## src/rtl/irq_coal_pkg.sv

```systemverilog
package irq_coal_pkg;

    typedef struct packed {
        logic irq;
        logic [1:0] flag;
    } top_state_t;

endpackage

```

## src/rtl/ico_evt_ctr.sv

```systemverilog
module ico_evt_ctr #(
    parameter int W = 5
) (
    input  logic         clk,
    input  logic         rst_n,
    input  logic         load,
    input  logic [W-1:0] load_val,
    input  logic [1:0]   dec_n,
    output logic         hit
);
    logic [W-1:0] cnt_d, cnt_q;
    logic [W-1:0] base;
    logic [W-1:0] dec_ext;

    always_comb begin
        base    = load ? load_val : cnt_q;
        dec_ext = {{(W-2){1'b0}}, dec_n};
        if (base > dec_ext) begin
            cnt_d = base - dec_ext;
        end else begin
            cnt_d = '0;
        end
        hit = (dec_n != 2'd0) && (cnt_d == '0);
    end

    always_ff @(posedge clk) begin
        if (!rst_n) begin
            cnt_q <= '0;
        end else begin
            cnt_q <= cnt_d;
        end
    end
endmodule

```

## src/rtl/ico_dly_tmr.sv

```systemverilog
module ico_dly_tmr #(
    parameter int W = 11
) (
    input  logic         clk,
    input  logic         rst_n,
    input  logic         load,
    input  logic [W-1:0] load_val,
    input  logic         arm,
    input  logic         tick,
    output logic         hit
);
    logic [W-1:0] tmr_d, tmr_q;
    logic         arm_d, arm_q;
    logic [W-1:0] base;
    logic         base_arm;
    logic         step;

    always_comb begin
        base     = load ? load_val : tmr_q;
        base_arm = load ? 1'b0 : arm_q;
        step     = tick && base_arm;
        if (step && (base != '0)) begin
            tmr_d = base - 1'b1;
        end else begin
            tmr_d = base;
        end
        arm_d = base_arm || arm;
        hit   = step && (tmr_d == '0);
    end

    always_ff @(posedge clk) begin
        if (!rst_n) begin
            tmr_q <= '0;
            arm_q <= 1'b0;
        end else begin
            tmr_q <= tmr_d;
            arm_q <= arm_d;
        end
    end
endmodule

```

## src/rtl/irq_coalesce.sv

```systemverilog
module irq_coalesce
    import irq_coal_pkg::*;
#(
    parameter int CNT_W = 5,
    parameter int TMR_W = 11
) (
    input  logic                   clk,
    input  logic                   rst_n,
    input  logic [CNT_W+TMR_W-1:0] cfg_word,
    input  logic                   rx_done,
    input  logic                   tx_done,
    input  logic                   rx_ie,
    input  logic                   tx_ie,
    input  logic                   clr_rx,
    input  logic                   clr_tx,
    input  logic                   tick_10us,
    output logic                   irq,
    output logic                   rx_flag,
    output logic                   tx_flag
);
    localparam int CFG_W = CNT_W + TMR_W;
    localparam int NSRC  = 2;

    top_state_t st_d, st_q;

    logic [NSRC-1:0] evt;
    logic [NSRC-1:0] clr;
    logic            any_clr;
    logic [1:0]      n_evt;
    logic            cnt_hit, tmr_hit;
    logic [CNT_W-1:0] cnt_field;
    logic [TMR_W-1:0] tmr_field;

    assign cnt_field = cfg_word[CNT_W-1:0];
    assign tmr_field = cfg_word[CFG_W-1:CNT_W];
    assign evt       = {tx_done && tx_ie, rx_done && rx_ie};
    assign clr       = {clr_tx, clr_rx};
    assign any_clr   = |clr;
    assign n_evt     = {1'b0, evt[0]} + {1'b0, evt[1]};

    ico_evt_ctr #(.W(CNT_W)) u_cnt (
        .clk      (clk),
        .rst_n    (rst_n),
        .load     (any_clr),
        .load_val (cnt_field),
        .dec_n    (n_evt),
        .hit      (cnt_hit)
    );

    ico_dly_tmr #(.W(TMR_W)) u_tmr (
        .clk      (clk),
        .rst_n    (rst_n),
        .load     (any_clr),
        .load_val (tmr_field),
        .arm      (|evt),
        .tick     (tick_10us),
        .hit      (tmr_hit)
    );

    always_comb begin
        st_d = st_q;
        for (int i = 0; i < NSRC; i++) begin
            st_d.flag[i] = (st_q.flag[i] && !clr[i]) || evt[i];
        end
        st_d.irq = (st_q.irq && !any_clr) || cnt_hit || tmr_hit;
    end

    always_ff @(posedge clk) begin
        if (!rst_n) begin
            st_q <= '0;
        end else begin
            st_q <= st_d;
        end
    end

    assign irq     = st_q.irq;
    assign rx_flag = st_q.flag[0];
    assign tx_flag = st_q.flag[1];
endmodule

```

## config.mk

```make
export PLATFORM = sky130hd
export DESIGN_NAME = irq_coalesce
export DESIGN_NICKNAME = d
export VERILOG_FILES = /design/src/rtl/irq_coal_pkg.sv /design/src/rtl/ico_evt_ctr.sv /design/src/rtl/ico_dly_tmr.sv /design/src/rtl/irq_coalesce.sv
export SDC_FILE = /design/constraint.sdc
export NUM_CORES = 1
export LEC_CHECK = 0
export BUFFER_PORTS_ARGS = -buffer_cell sky130_fd_sc_hd__buf_2
export CAP_MARGIN = 10
export CORE_UTILIZATION = 55
export DETAILED_ROUTE_END_ITERATION = 10
export MAX_ROUTING_LAYER = met4
export PLACE_DENSITY_LB_ADDON = 0.12
export SYNTH_ARGS = -nofsm -noshare
export SYNTH_HDL_FRONTEND = slang
export SYNTH_SLANG_ARGS = --single-unit
```

## constraint.sdc

```tcl
create_clock -name clk -period 7.75 [get_ports clk]
set_input_delay 0.775 -clock clk [delete_from_list [all_inputs] [get_ports clk]]
set_output_delay 0.775 -clock clk [all_outputs]
set_load 0.02 [all_outputs]
```

Word-level counts from Yosys, hierarchy flattened

Cells that the tools add are included.

Flip-flop bits (word level): 20
Bits of input ports: 25

$add $sub $neg: 3
Order comparisons: 1
Multiplexer cells: 5
Reduce and logical (&&, ||, !) cells: 23

Operator list:

| kind                  | number |
|---|---|
| $mux 11               | 2 |
| $logic_not 11->1      | 1 |
| $reduce_bool 11->1    | 1 |
| $sub 11x1->11 const B | 1 |
| $mux 5                | 2 |
| $logic_and 1x1->1     | 9 |
| $gt 5x2->1            | 1 |
| $logic_not 5->1       | 1 |
| $logic_or 1x1->1      | 5 |
| $sub 5x2->5           | 1 |
| $reduce_or 2->1       | 2 |
| $logic_not 1->1       | 3 |
| $add 1x1->2           | 1 |
| $reduce_bool 2->1     | 1 |
| $mux 1                | 1 |

Logic depth before layout (Yosys ltp)

Gate-level depths: netlist of the first run.

Word-level depth: 8
Mapped depth: 13

Cells and area by module

Synthesis of the first run repeated with hierarchy kept, for this count alone.

Cell total of the unflattened synthesis: 172
Area total of the unflattened synthesis: 1535.2 um^2

By module, submodules not included:

| module       | times used | cells an instance | area each (um^2) |
|---|---|---|---|
| ico_dly_tmr  | 1          | 113               | 1012.2 |
| ico_evt_ctr  | 1          | 41                | 369.1 |
| irq_coalesce | 1          | 18                | 153.9 |

Worst setup path after synthesis of the first run

OpenSTA, ideal clock, no wires.

Path type: input to register
Start point: in clr_rx
End point: reg st_q (netlist bit irq)
Setup time: 0.059 ns
Arrival time: 3.580 ns
Required time: 7.691 ns
Slack: 4.111 ns
Stages: 12
Path buffers: 2
Cells stage by stage: buf_2 -> nor2_4 -> clkbuf_1 -> mux2_2 -> ha_1 -> nor2b_1 -> a2111oi_0 -> xnor2_1 -> o41ai_1 -> a22oi_1 -> nor2b_1 -> a41o_1

Longest elaborated chain between the ends: 8
Elaborated cells on any way between the ends: 20
Those cells by class: add/sub (2); order compare (1); mux (5); reduce/logical (12)

RTL lines:

| item                                                  | RTL line           | source |
|---|---|---|
| start: declaration                                    | irq_coalesce.sv:14 | `input logic clr_rx,` |
| $reduce_or 2->1 *                                     | irq_coalesce.sv:38 | `assign any_clr = \|clr;` |
| branches (longest 6 deep; another with $sub 11x1->11) | n/a                |  |
| $logic_or 1x1->1 *                                    | irq_coalesce.sv:65 | `st_d.irq = (st_q.irq && !any_clr) \|\| cnt_hit \|\| tmr_hit;` |
| end signal: assignment                                | irq_coalesce.sv:72 | `st_q <= st_d;` |
| end: declaration                                      | irq_coalesce.sv:24 | `top_state_t st_d, st_q;` |

Mark *: on every way between the ends.
A chain may end at the register's enable or synchronous reset.

Worst setup path in the final report of the first run

Start point: in clr_tx
End point: reg st_q (netlist bit irq)

Longest elaborated chain between the ends: 8
Elaborated cells on any way between the ends: 20
Those cells by class: add/sub (2); order compare (1); mux (5); reduce/logical (12)

RTL lines:

| item                                                  | RTL line           | source |
|---|---|---|
| start: declaration                                    | irq_coalesce.sv:15 | `input logic clr_tx,` |
| $reduce_or 2->1 *                                     | irq_coalesce.sv:38 |  |
| branches (longest 6 deep; another with $sub 11x1->11) | n/a                |  |
| $logic_or 1x1->1 *                                    | irq_coalesce.sv:65 |  |

Marks and branches as above.

==> results of run 1 <==
[worst register-to-register path, stage by stage, from the launching register on]
cell and delay [ps]:
dfxtp_1 320, mux2_2 290, ha_1 310, nor2b_1 140, a2111oi_0 500, xnor2_1 170, o41ai_1 350, a22oi_1 120
nor2b_1 140, a41o_1 110
[layer usage]
| metal | global-route usage | vias up |
|---|---|---|
| met5 | - | - |
| met4 | 0.0641 | 0 |
| met3 | 0.0361 | 2 |
| met2 | 0.451 | 34 |
| met1 | 0.320 | 624 |
| li1 | - | 651 |
[path summary, 6_finish.rpt]
kind	from	endpoint	slack, ps	depth (start not counted)
max	clr_tx	irq$_SDFF_PN0_	4250	11
min	u_tmr.arm_q$_SDFF_PN0_	u_tmr.arm_q$_SDFF_PN0_	500	2
max reg2reg	u_cnt.cnt_q[1]$_SDFF_PN0_	irq$_SDFF_PN0_	5270	9
min reg2reg	u_tmr.arm_q$_SDFF_PN0_	u_tmr.arm_q$_SDFF_PN0_	500	2
[final cells by class]
type | instances | area [um2]
inverter | 7 | 26.3
sequential | 20 | 400
tap | 30 | 37.5
clock inverter | 1 | 30.0
timing repair buffer | 27 | 135
multi-input combinational | 133 | 1030
fill | 220 | 837
clock buffer | 3 | 22.5
[registers in the layout, indices dropped and copies added (netlist names)]
signal	count
rx_flag	1
u_tmr.tmr_q	11
u_tmr.arm_q	1
irq	1
u_cnt.cnt_q	5
tx_flag	1
[cell families after synthesis]
group | Yosys count | share of synthesized area
and+or+nand+nor | 69 | 0.288
AOI/OAI and AO/OA | 28 | 0.146
DFF | 20 | 0.267
muxes | 17 | 0.119
buffers and inverters | 15 | 0.0442
xor gates and xnor gates | 11 | 0.0642
adders and majority gates | 8 | 0.0717
[power by group]
group / internal (mW) / total (mW) / leakage [nW] / switching, mW
Clock: 0.0522 / 0.0870 / 0.0279 / 0.0348
Sequential: 0.111 / 0.116 / 0.166 / 0.00450
Combinational: 0.0312 / 0.0707 / 0.493 / 0.0395
Total: 0.195 / 0.273 / 0.686 / 0.0788
[placed cells by master (no fill, tap or decap), drive strengths merged, types with 3 or more instances in the layout]
cell type | synthesis | final
xnor2 | 8 | 8
xor2 | 3 | 3
and2 | 12 | 12
clkbuf | 5 | 3
nand3 | 3 | 3
or4 | 4 | 4
mux2i | 13 | 13
a21boi | 3 | 3
o31ai | 4 | 4
ha | 7 | 7
nand2 | 11 | 11
buf | 3 | 27
and3 | 4 | 4
dfxtp | 20 | 20
mux2 | 4 | 4
nand2b | 5 | 5
nor3 | 6 | 6
nor4 | 4 | 4
inv | 7 | 7
a21oi | 5 | 5
nor2 | 11 | 11
o21ai | 4 | 4
a2111oi | 3 | 3
[through the flow]
| stage | hold slack [ps] | utilization | total power [mW] | cells | setup WS [ps] |
|---|---|---|---|---|---|
| global placement | 459 | 0.647 | 0.185 | 217 | 4100 |
| detailed placement | 474 | 0.647 | 0.188 | 217 | 3970 |
| global route | 535 | 0.668 | 0.289 | 221 | 4050 |
| floorplan | 443 | - | 0.169 | 168 | 4110 |
| CTS | 491 | 0.668 | 0.276 | 221 | 4270 |
| finish | 498 | 0.668 | 0.273 | 221 | 4250 |
==> flow_results.org, run 1 <==
** Global route
- The initial antenna violation count came to 0.
- Pin count of the biggest net entering global routing :: 22
- The via count of the first global-routing pass was 1274.
- Global-route usage over all layers :: 0.262
- Global route overflow :: 0
- The first global-routing pass estimated ~5400 um of wire.

** Clock tree
- Clock sink count :: 20
- The clock passes through at most 2 buffers.
- The later pin in the worst-skew pair is clocked with a latency of 300 ps.
- Number of levels the H-tree was split into :: 1
- Total of cells resized after clock tree synthesis :: 0
- The cell sitting at the root of the clock tree is a clkbuf_4.
- Clock buffers created by TritonCTS :: 3
- After clock tree synthesis, the clock-pin slew on the worst setup and hold paths is around 120 ps.
- Post-CTS setup-driven buffer insertion count :: 0
- For this design, the CTS-stage hold fixing added 0 buffers.
- CTS tree :: yes

** Yosys
- Async set or reset register ratio after synthesis :: 0
- A synthesized cell averages 8.93 um2.
- The synthesized design spends more area on one cell type than any other, namely dfxtp_1.
- After synthesis, the most frequently instantiated cells are 20 x dfxtp_1, 12 x and2_1, 12 x mux2i_1.
- Area share of the largest cell type after synthesis :: 0.267
- Counting flops and latches in the post-synthesis netlist gives 20.
- Yosys attributes the largest share of cell area to dfxtp_1 27%, mux2i_1 8.0%, ha_1 5.8%.
- Counting flops with a built-in enable in the synthesized netlist gives 0.
- Synth Flop Type :: dfxtp_1
- The share of the Yosys chip area taken by registers is 0.267.
- Number of nets in the synthesized netlist :: 201
- Netlist Area Pre-Place :: 0.00150 mm2
- dfxtp_1 is the most common cell in the netlist.
- Counting distinct cell types in the post-synthesis netlist gives 47.
- For this run, the number of Yosys warnings is 0.
- Gate count of the mapped netlist :: 168

** Layout
- Diodes inserted :: 0
- The finished cells cover 0.00169 mm2.
- Signed area change from the synthesized netlist to the final layout :: 12.3%
- Of the cells placed in the final design, the portion with a size suffix greater than 1 is 0.241.
- The net count of the finished layout is 225.

** Routing
- For this block, wires on met1 add up to between 1500 and 2000 um.
- Detailed routing placed a total of 1610 um of wire on met2.
- The count of nets left with antenna violations once routing finished came out at 0.
- Summed over all layers, the routed wires come to 3330 um.
- Drt first pass iters :: 4
- Routed length per instance :: between 15 and 20 um
- Detailed routing inserted a total of 1311 vias.
- Vias per Instance :: roughly 5.9
- Remaining routing DRC violations :: 0
- In this run, the number of DRC markers left after iteration 0 of detailed routing was 14.
- Routed signal wires occupy layers up through met4.
- Detailed routing placed a total of 162 um of wire on met3.

** Critical path
- Required time of the critical path :: 8000 ps
- Worst Path Max Fanout :: 19
- Arr. time, crit path :: 3750 ps
- Buf+Inv Stages, Crit Path :: 1
- Broken down by cell family, the worst path's largest delay share belongs to compound AO/OA/AOI/OAI gates.
- STA classifies the critical path endpoint as a flip-flop.
- Critical Path Slowest Stage Cell :: nor2_4
- The worst setup path is launched from an input pin.
- Critical path start-end classification :: in -> reg
- Walking the worst path, the cells encountered are buf_2, nor2_4, mux2_2, ha_1, nor2b_1, a2111oi_0, xnor2_1, o41ai_1, a22oi_1, nor2b_1, a41o_1.
- In this design, the critical path's most frequently occurring cell is nor2b_1.
- On the worst path, the slowest cell contributes a delay of 540 ps.

** Timing
- Final setup violation count :: 0
- On the final layout, the worst clock skew is 2.06 ps.
- Dividing the final minimum period by the clock period gives 0.452.
- Relative slew slack :: 0.573
- Post-route setup TNS :: 0 ps
- Final slew viol count :: 0
- RSZ-0062 raised after global routing :: no
- Fmax :: 0.286 GHz
- Endpoints failing hold :: 0
- Worst-Margin Slew :: 639 ps
- The routed design could run at a clock period as short as 3500 ps.

** Placed design
- Detailed placement ended at an HPWL of ~2500 um.
- Final estimated routing congestion in global placement :: 0.814
- Input and output buffers added on the ports amount to 27.
- Instance area at placement :: between 0.0015 and 0.002 mm2

** Power
- Summed over all cells, the static leakage comes to between 0.6 and 0.7 nW.
- Power density normalized to cell area :: 162 mW/mm2
- Worst vdd rail ir drop :: approximately 0.00015 V

** Status
- The flow ran to the end, and the final reports show no timing, DRC or antenna violations.

** Floorplan
- In this run the count of I/O pins placed on the die edge is 28.
- The die is 54.2 um wide.
- Cell row count :: 18
- Initial core utilization :: 0.595
- The core region is between 0.002 and 0.003 mm2.
- From bottom edge to top edge, the die measures 54.2 um.
- Full die area :: 0.00294 mm2

** Min path
- In this run the worst hold path is classified as reg -> reg.

** Job
- Number of maximum-capacitance constraint violations :: 0
No activity file was read; power rests on OpenSTA's default activity.
==> run 2, diff against run 1 <==
ABC_AREA = 1   (was unset)
clock period = 3.7 ns   (was 7.75 ns; I/O delays follow)
==> flow_results.org, run 2 <==
** Clock tree
- The hold-fix buffer count after cts came to 0 (unchanged).
- Clock transition at the registers of the reported paths :: 120 ps (about the same)
- Total of cells resized after clock tree synthesis :: 0 (unchanged)
- The tree is rooted in a clkbuf_4.
- Clk_lat worst skew :: 300 ps (about the same)
- Clock Path Buffers :: 2 (unchanged)
- The number of buffers inserted during clock tree synthesis is 3 (unchanged).
- Clock sink count :: 20 (unchanged)
- The H-tree depth was 1 (unchanged).
- Post-CTS setup-driven buffer insertion count :: 0 (unchanged)
- CTS tree :: yes

** Global route
- The overall global routing resource usage came to 0.235 (-0.0269).
- Via count of the first global-routing pass :: 1390 (+9.1%)
- The total overflow reported by the global router is 0 (unchanged).
- First-pass GRT wire length :: 5950 um (+9.8%)
- Number of antenna violations at the first check in global routing :: 0 (unchanged)
- Pin count of the biggest net entering global routing :: 25 (+14%)

** Critical path
- STA classifies the critical path startpoint as an input pin.
- Origin of the worst setup path :: clr_tx
- Critical register-to-register path endpoint :: irq$_SDFF_PN0_
- Worst r2r path cells :: 16 (+7)
- The worst setup path is captured at a flip-flop.
- The required time of the critical path was 3940 ps (-4060 ps).
- The arrival time at the worst endpoint came to 2650 ps (-1100 ps).
- In this run the critical register-to-register path is launched from u_tmr.tmr_q[0]$_SDFF_PN0_.
- The biggest fanout along the worst timing path is 24 (+5).
- Critical path start-end classification :: in -> reg
- The most critical setup path has its endpoint at irq$_SDFF_PN0_.
- The register-to-register setup slack was 1690 ps (-3580 ps).

** Yosys
- The count of flip-flops with a built-in enable after synthesis is 0 (unchanged).
- Most used standard cells in the synthesized netlist :: 87 x nand2_1, 41 x inv_1, 28 x nor2_1
- Netlist Area Pre-Place :: 0.00167 mm2 (+11%)
- Number of unique standard cell types used by synthesis :: 30 (-36%)
- Flop and latch count out of synthesis :: 20 (unchanged)
- Cell types with the largest area share after synthesis :: dfxtp_1 24%, nand2_1 20%, inv_1 9.2%
- Synth Flop Type :: dfxtp_1
- The top-area cell type share of the netlist area came to 0.240 (-0.0266).
- The sequential share of the synthesized area is 0.240 (-0.0266).
- Synth warnings :: 0 (unchanged)
- The most common cell in the synthesized netlist is nand2_1.
- Cell taking the most area after synthesis :: dfxtp_1
- Number of nets in the synthesized netlist :: 302 (+50%)
- The mean instance size in the synthesized netlist came to 6.20 um2 (-31%).
- Gate count of the mapped netlist :: 269 (+60%)
- The async set-or-reset flop fraction in the synthesized netlist was 0 (unchanged).

** Min path
- The worst hold path belongs to the class in -> reg.

** Placed design
- The worst setup slack after placement is 953 ps (-3010 ps).
- The cell area after placement was 0.00179 mm2 (+9.9%).
- Hpwl dp :: 2510 um (-1.1%)
- The placer's final routability congestion estimate was 0.966 (+19%).
- The number of buffer cells added on primary ports was 27 (unchanged).
- Number of placed instances with taps included :: 321 (+48%)

** Layout
- Highest-count cells in the layout ignoring fill and taps :: 87 x nand2_1, 41 x inv_1, 28 x nor2_1, 27 x buf_2, 20 x dfxtp_1
- Register with the most flip-flops :: u_tmr.tmr_q
- The largest registers in the layout are u_tmr.tmr_q: 11 flops, u_cnt.cnt_q: 5 flops.
- The final instance area is 0.00185 mm2 (+9.6%).
- Relative to the synthesized area, the layout overhead comes to 10.8%.
- Utilization of the core after routing :: 0.658 (-0.00981)
- Diodes inserted :: 0 (unchanged)
- Most common cell after layout, fill and taps aside :: nand2_1
- The number of flip-flops under the largest register name was 11 (unchanged).
- Number of nets in the finished design :: 328 (+46%)
- Proportion of layout cells with a drive suffix above 1 :: 0.211 (-0.0300)
- The final cell count without fillers is 325 (+47%).

** Timing
- The headroom to the max-slew limit is 0.563 (-0.0107).
- The worst-case clock skew was 6.42 ps (+4.36 ps).
- Of the available clock period, the critical path in the final layout requires 0.650.
- The final worst hold slack was 386 ps (-112 ps).
- Tmin final :: 2410 ps
- The final number of hold-violating endpoints came to 0 (unchanged).
- The slew of the pin with the lowest slew margin was 655 ps (+16.9 ps).
- Final slew viol count :: 0 (unchanged)
- Static timing analysis puts the maximum clock frequency at ~0.42 GHz.
- The final setup violation count was 0 (unchanged).
- The final worst setup slack was 1290 ps (-2950 ps).
- The aggregate negative setup slack was 0 ps (unchanged).
- RSZ-0062 raised after global routing :: no

** Routing
- DRC marker count from the first detailed-route iteration :: 45 (+31)
- The remaining antenna violation count after routing is 0 (unchanged).
- The routed length per placed instance came to 10.2 um (-32%).
- Remaining routing DRC violations :: 2 (+2)
- Number of vias in the routed layout :: 1584 (+21%)
- Post-detailed-routing wire length :: 3320 um (-0.57%)
- Drt first pass iters :: 7 (+3)
- The average vias per placed instance came to 4.87 (-18%).

** Floorplan
- Cell row count :: 19 (+1)
- The number of top-level pins was 28 (unchanged).
- X dimension of the die :: 57.0 um (+5.2%)
- The floorplan die area is 0.00325 mm2 (+11%).
- The initial cell density of the core came to 0.594 (-0.000630).
- The die extent in y was 57.0 um (+5.2%).
- The area inside the core boundary is 0.00281 mm2 (+11%).

** Power
- The cell leakage power is 0.988 nW (+44%).
- The overall power after layout was 0.590 mW (+120%).
- Power density normalized to cell area :: 320 mW/mm2 (+97%)
- The maximum ir drop on the vdd rail came to 0.000171 V (+11%).

** Status
- The run finished, with violations left.
- The final reports fail on DRC.

** Job
- Number of maximum-capacitance constraint violations :: 0 (unchanged)
run 2: how the worst min path moves through the flow:
stage                           start                     end  slack (ps)  depth (start not counted)
5_1_grt                        clr_rx      rx_flag$_SDFF_PN0_         410                          4
3_3_place_gp       rx_flag$_SDFF_PN0_      rx_flag$_SDFF_PN0_         450                          2
3_5_place_dp       rx_flag$_SDFF_PN0_      rx_flag$_SDFF_PN0_         460                          2
4_1_cts                         tx_ie      tx_flag$_SDFF_PN0_         390                          3
6_report                        tx_ie      tx_flag$_SDFF_PN0_         390                          3
2_1_floorplan  u_tmr.arm_q$_SDFF_PN0_  u_tmr.arm_q$_SDFF_PN0_         470                          2
run 2: report_power, final:
part / internal (mW) / switching (mW) / total [mW]
Sequential: 0.233 / 0.00499 / 0.238
Combinational: 0.0602 / 0.108 / 0.168
Clock: 0.109 / 0.0751 / 0.184
Total: 0.403 / 0.188 / 0.590
run 2: layer usage:
metal  wire length (um)  global-route usage
met3                151              0.0204
met1               1720               0.336
met4                 18              0.0557
met2               1430               0.360
met5                  0                   -
run 2: worst max-delay path, cell delays in order:
cell	delay [ps]
buf_2	120
nor2_4	490
nand2_1	140
o21ai_2	180
ha_1	230
nand3_2	90
nor2_2	150
nand3_4	130
nand2_4	140
inv_4	60
nand2_2	60
nand2_1	50
nor2_1	80
nand2_1	50
nor2_1	110
nand2_1	80
a21oi_2	100
run 2: layout make-up:
cell class              count  area [um2]
well taps                  31        38.8
inverters                  45         171
multi-input cells         198        1050
fillers                   274         958
clock buffers               3        22.5
clock inverters             1        30.0
repair buffers             27         135
flip-flops and latches     20         400
run 2: kinds of logic (layout without fill, tap and decap cells):
family          Yosys count  in the layout  share of synthesized area
flops                    20             20                      0.240
simple gates            164            164                      0.464
mux                       1              1                    0.00601
compound gates           21             21                     0.0736
buf+inv                  51             76                      0.131
xor+xnor                  4              4                     0.0210
fa+ha+maj                 8              8                     0.0646
==> run 3, diff against run 2 <==
ABC_AREA = 0   (was 1)
CORE_UTILIZATION = 50   (was 55)
clock period = 2.1 ns   (was 3.7 ns; I/O delays follow)
==> flow_results.org, run 3 (synthesis gave the netlist of run 1 again) <==
** Global route
- Global-route usage over all layers :: 0.286 (+0.0510)
- The via count of the first global-routing pass was 1498 (+7.8%).
- Pin count of the biggest net entering global routing :: 22 (-12%)
- First-pass GRT wire length :: 6790 um (+14%)
- Number of antenna violations at the first check in global routing :: 0 (unchanged)
- Global route overflow :: 0 (unchanged)

** Power
- The maximum ir drop on the vdd rail is 0.000363 V (+110%).
- Combinational group share of total power :: 0.334 (+0.050)
- The sequential fraction of design power was 0.378 (-0.025).
- The switching power total was 0.334 mW (+78%).
- Leakage power of the design :: 0.913 nW (-7.6%)
- The internal power consumption was 0.799 mW (+98%).
- The total power density per cell area was 533 mW/mm2 (+67%).
- The switching fraction of total power is 0.295 (-0.0229).
- The overall power after layout came to 1.13 mW (+92%).
- The fraction of power consumed by the clock network came to 0.287 (-0.026).

** Critical path
- The critical path goes through or4_4, o31ai_4, nand3_4, or4_4, a31oi_4, a211oi_2, a41o_1.
- The arrival time at the worst endpoint is 2370 ps (-280 ps).
- The worst reg-to-reg path cell count was 7 (-9).
- Critical Path Slowest Stage Cell :: or4_4
- The worst register-to-register path ends at irq$_SDFF_PN0_.
- Broken down by cell family, the worst path's largest delay share belongs to simple AND/OR/NAND/NOR gates.
- Biggest cell delay along the critical path :: 540 ps (+50 ps)
- The worst setup path is launched from a flip-flop.
- Endpoint kind of the worst setup timing path :: flip-flop
- The worst register-to-register path begins at u_tmr.tmr_q[4]$_SDFF_PN0_.
- Required time of the critical path :: 2330 ps (-1610 ps)
- The biggest fanout along the worst timing path is 5 (-79%).
- Worst reg2reg setup slack :: -40 ps (-1730 ps)
- Critical path start-end classification :: reg -> reg
- Cell occurring most often along the worst timing path :: or4_4
- The buffering stage count on the worst path with inverters included was 0 (-2).

** Clock tree
- Number of levels the H-tree was split into :: 1 (unchanged)
- Clock transition at the registers of the reported paths :: 120 ps (about the same)
- The buffer levels on the longest clock path is 2 (unchanged).
- The hold-fix buffer count after cts was 0 (unchanged).
- TritonCTS built the clock tree.
- Clk Tree Root Cell :: clkbuf_4
- Clk_lat worst skew :: 320 ps (+20 ps)
- The clock net sink count was 20 (unchanged).
- The number of buffers inserted during clock tree synthesis was 3 (unchanged).

** Routing
- Antenna-violating nets left :: 0 (unchanged)
- The DRC violation total after the first TritonRoute iteration was 73 (+62%).
- The average vias per placed instance came to 5.66 (+16%).
- Drt first pass iters :: 7 (unchanged)
- Post-detailed-routing wire length :: 3980 um (+20%)
- Routed length per instance :: 15.1 um (+48%)
- Number of vias in the routed layout :: 1489 (-6.0%)
- Remaining routing DRC violations :: 2 (unchanged)

** Floorplan
- Die outline height :: 56.8 um (-0.47%)
- Area of the placeable core :: 0.00281 mm2 (unchanged)
- The initial cell density of the core came to 0.535 (-0.0593).
- X dimension of the die :: 56.8 um (-0.47%)
- Full die area :: 0.00322 mm2 (-0.94%)
- Cell row count :: 19 (unchanged)
- I/O pin total :: 28 (unchanged)

** Layout
- Number of nets in the finished design :: 266 (-19%)
- The fraction of final layout cells with drive strength greater than 1 came to 0.453 (+0.242).
- Fill cell instance count of the final layout :: 208 (-24%)
- The final cell count without fillers came to 263 (-19%).
- Diodes inserted :: 0 (unchanged)
- Compared with the post-synthesis result, the final layout area differs by 41.8%.
- The library cell used most frequently in the layout, excluding fill and tap cells, is buf_4.
- The end-of-flow core utilization was 0.758 (+0.0999).
- Register with the most flip-flops :: u_tmr.tmr_q
- The number of flip-flops under the largest register name came to 11 (unchanged).
- Finished layout cell area :: 0.00213 mm2 (+15%)
- The largest registers in the layout are u_tmr.tmr_q: 11 flops, u_cnt.cnt_q: 5 flops.
- Leaving out fill and tap cells, the most frequent cells in the layout are 41 x buf_4, 27 x buf_2, 18 x dfxtp_1, 12 x and2_1, 11 x nand2_1.

** Timing
- Final setup violation count :: 1 (+1)
- Of the available clock period, the critical path in the final layout requires 1.02.
- Post-route setup TNS :: -43.2 ps (-43.2 ps)
- The final worst setup slack came to -43.2 ps (-1340 ps).
- Final slew viol count :: 0 (unchanged)
- Endpoints failing hold :: 0 (unchanged)
- The worst-case clock skew is 1.05 ps (-5.36 ps).
- The slew of the pin with the lowest slew margin came to 452 ps (-203 ps).
- Relative slew slack :: 0.691 (+0.128)
- For the finished layout, the period the worst path requires is 2140 ps.
- The final worst hold slack is 262 ps (-123 ps).
- Setup repair after global routing could not meet its margin everywhere.
- Fmax :: 0.467 GHz

** Min path
- Endpoint of the worst hold path :: u_cnt.cnt_q[4]$_SDFF_PN0_
- The worst hold path depth came to 2 (-1).
- Launch instance of the worst min-delay path :: rst_n
- The tightest min-delay check is of the in -> reg type.

** Status
- Run status :: finished with violations
- The checks that failed: DRC, setup timing.

** Placed design
- Pre-CTS setup slack :: -369 ps (-1320 ps)
- The placer's final routability congestion estimate came to 0.958 (-0.80%).
- The number of buffer cells added on primary ports was 27 (unchanged).
- The detailed placer's ending HPWL is 3130 um (+25%).
- Instance area at placement :: 0.00200 mm2 (+11%)
- Number of placed instances with taps included :: 258 (-20%)

** Job
- The count of maximum capacitance violations is 0 (unchanged).
## run 3: worst reg2reg max path: cells and delay by family (launching register included)
family           cells  cell delay (ps)
flip-flops           1              340
AND/OR/NAND/NOR      3             1210
AO/OA/AOI/OAI        4              510
## run 3: repair_timing
item,in CTS,in global routing
buffers inserted,1,0
gates resized for setup,9,4
endpoints found under the setup margin,1,1
pin swaps,3,5
## run 3: final cells by class
cell class,instances,area [um2],share of cell area
Sequential cell,20,403,0.189
Timing Repair Buffer,68,443,0.208
Clock buffer,3,22.5,0.0106
Tap cell,31,38.8,0.0182
Inverter,7,26.3,0.0124
Clock inverter,1,30.0,0.0141
Multi-Input combinational cell,133,1160,0.547
## run 3: how the worst max path moves through the flow
stage,end,slack [ps],start,depth (start not counted)
5_1_grt,irq$_SDFF_PN0_,-120,u_tmr.tmr_q[4]$_SDFF_PN0_,7
3_5_place_dp,irq$_SDFF_PN0_,-370,clr_rx,9
2_1_floorplan,irq$_SDFF_PN0_,-440,clr_rx,11
3_3_place_gp,irq$_SDFF_PN0_,-290,clr_rx,9
4_1_cts,irq$_SDFF_PN0_,1,u_tmr.tmr_q[4]$_SDFF_PN0_,7
6_report,irq$_SDFF_PN0_,-40,u_tmr.tmr_q[4]$_SDFF_PN0_,7
## run 3: routing by layer
layer | global-route usage | share of wire | up-vias
li1 | - | - | 735
met1 | 0.339 | 0.42 | 703
met2 | 0.497 | 0.51 | 44
met3 | 0.0276 | 0.052 | 7
met4 | 0.115 | 0.019 | 0
met5 | - | 0 | -
## run 3: power groups by stage
stage	sequential, mW	combinational (mW)	clock [mW]
3_5_place_dp	0.434	0.355	0
3_3_place_gp	0.433	0.343	0
6_report	0.428	0.379	0.326
2_1_floorplan	0.435	0.213	0
5_1_grt	0.432	0.415	0.350
4_1_cts	0.427	0.372	0.332
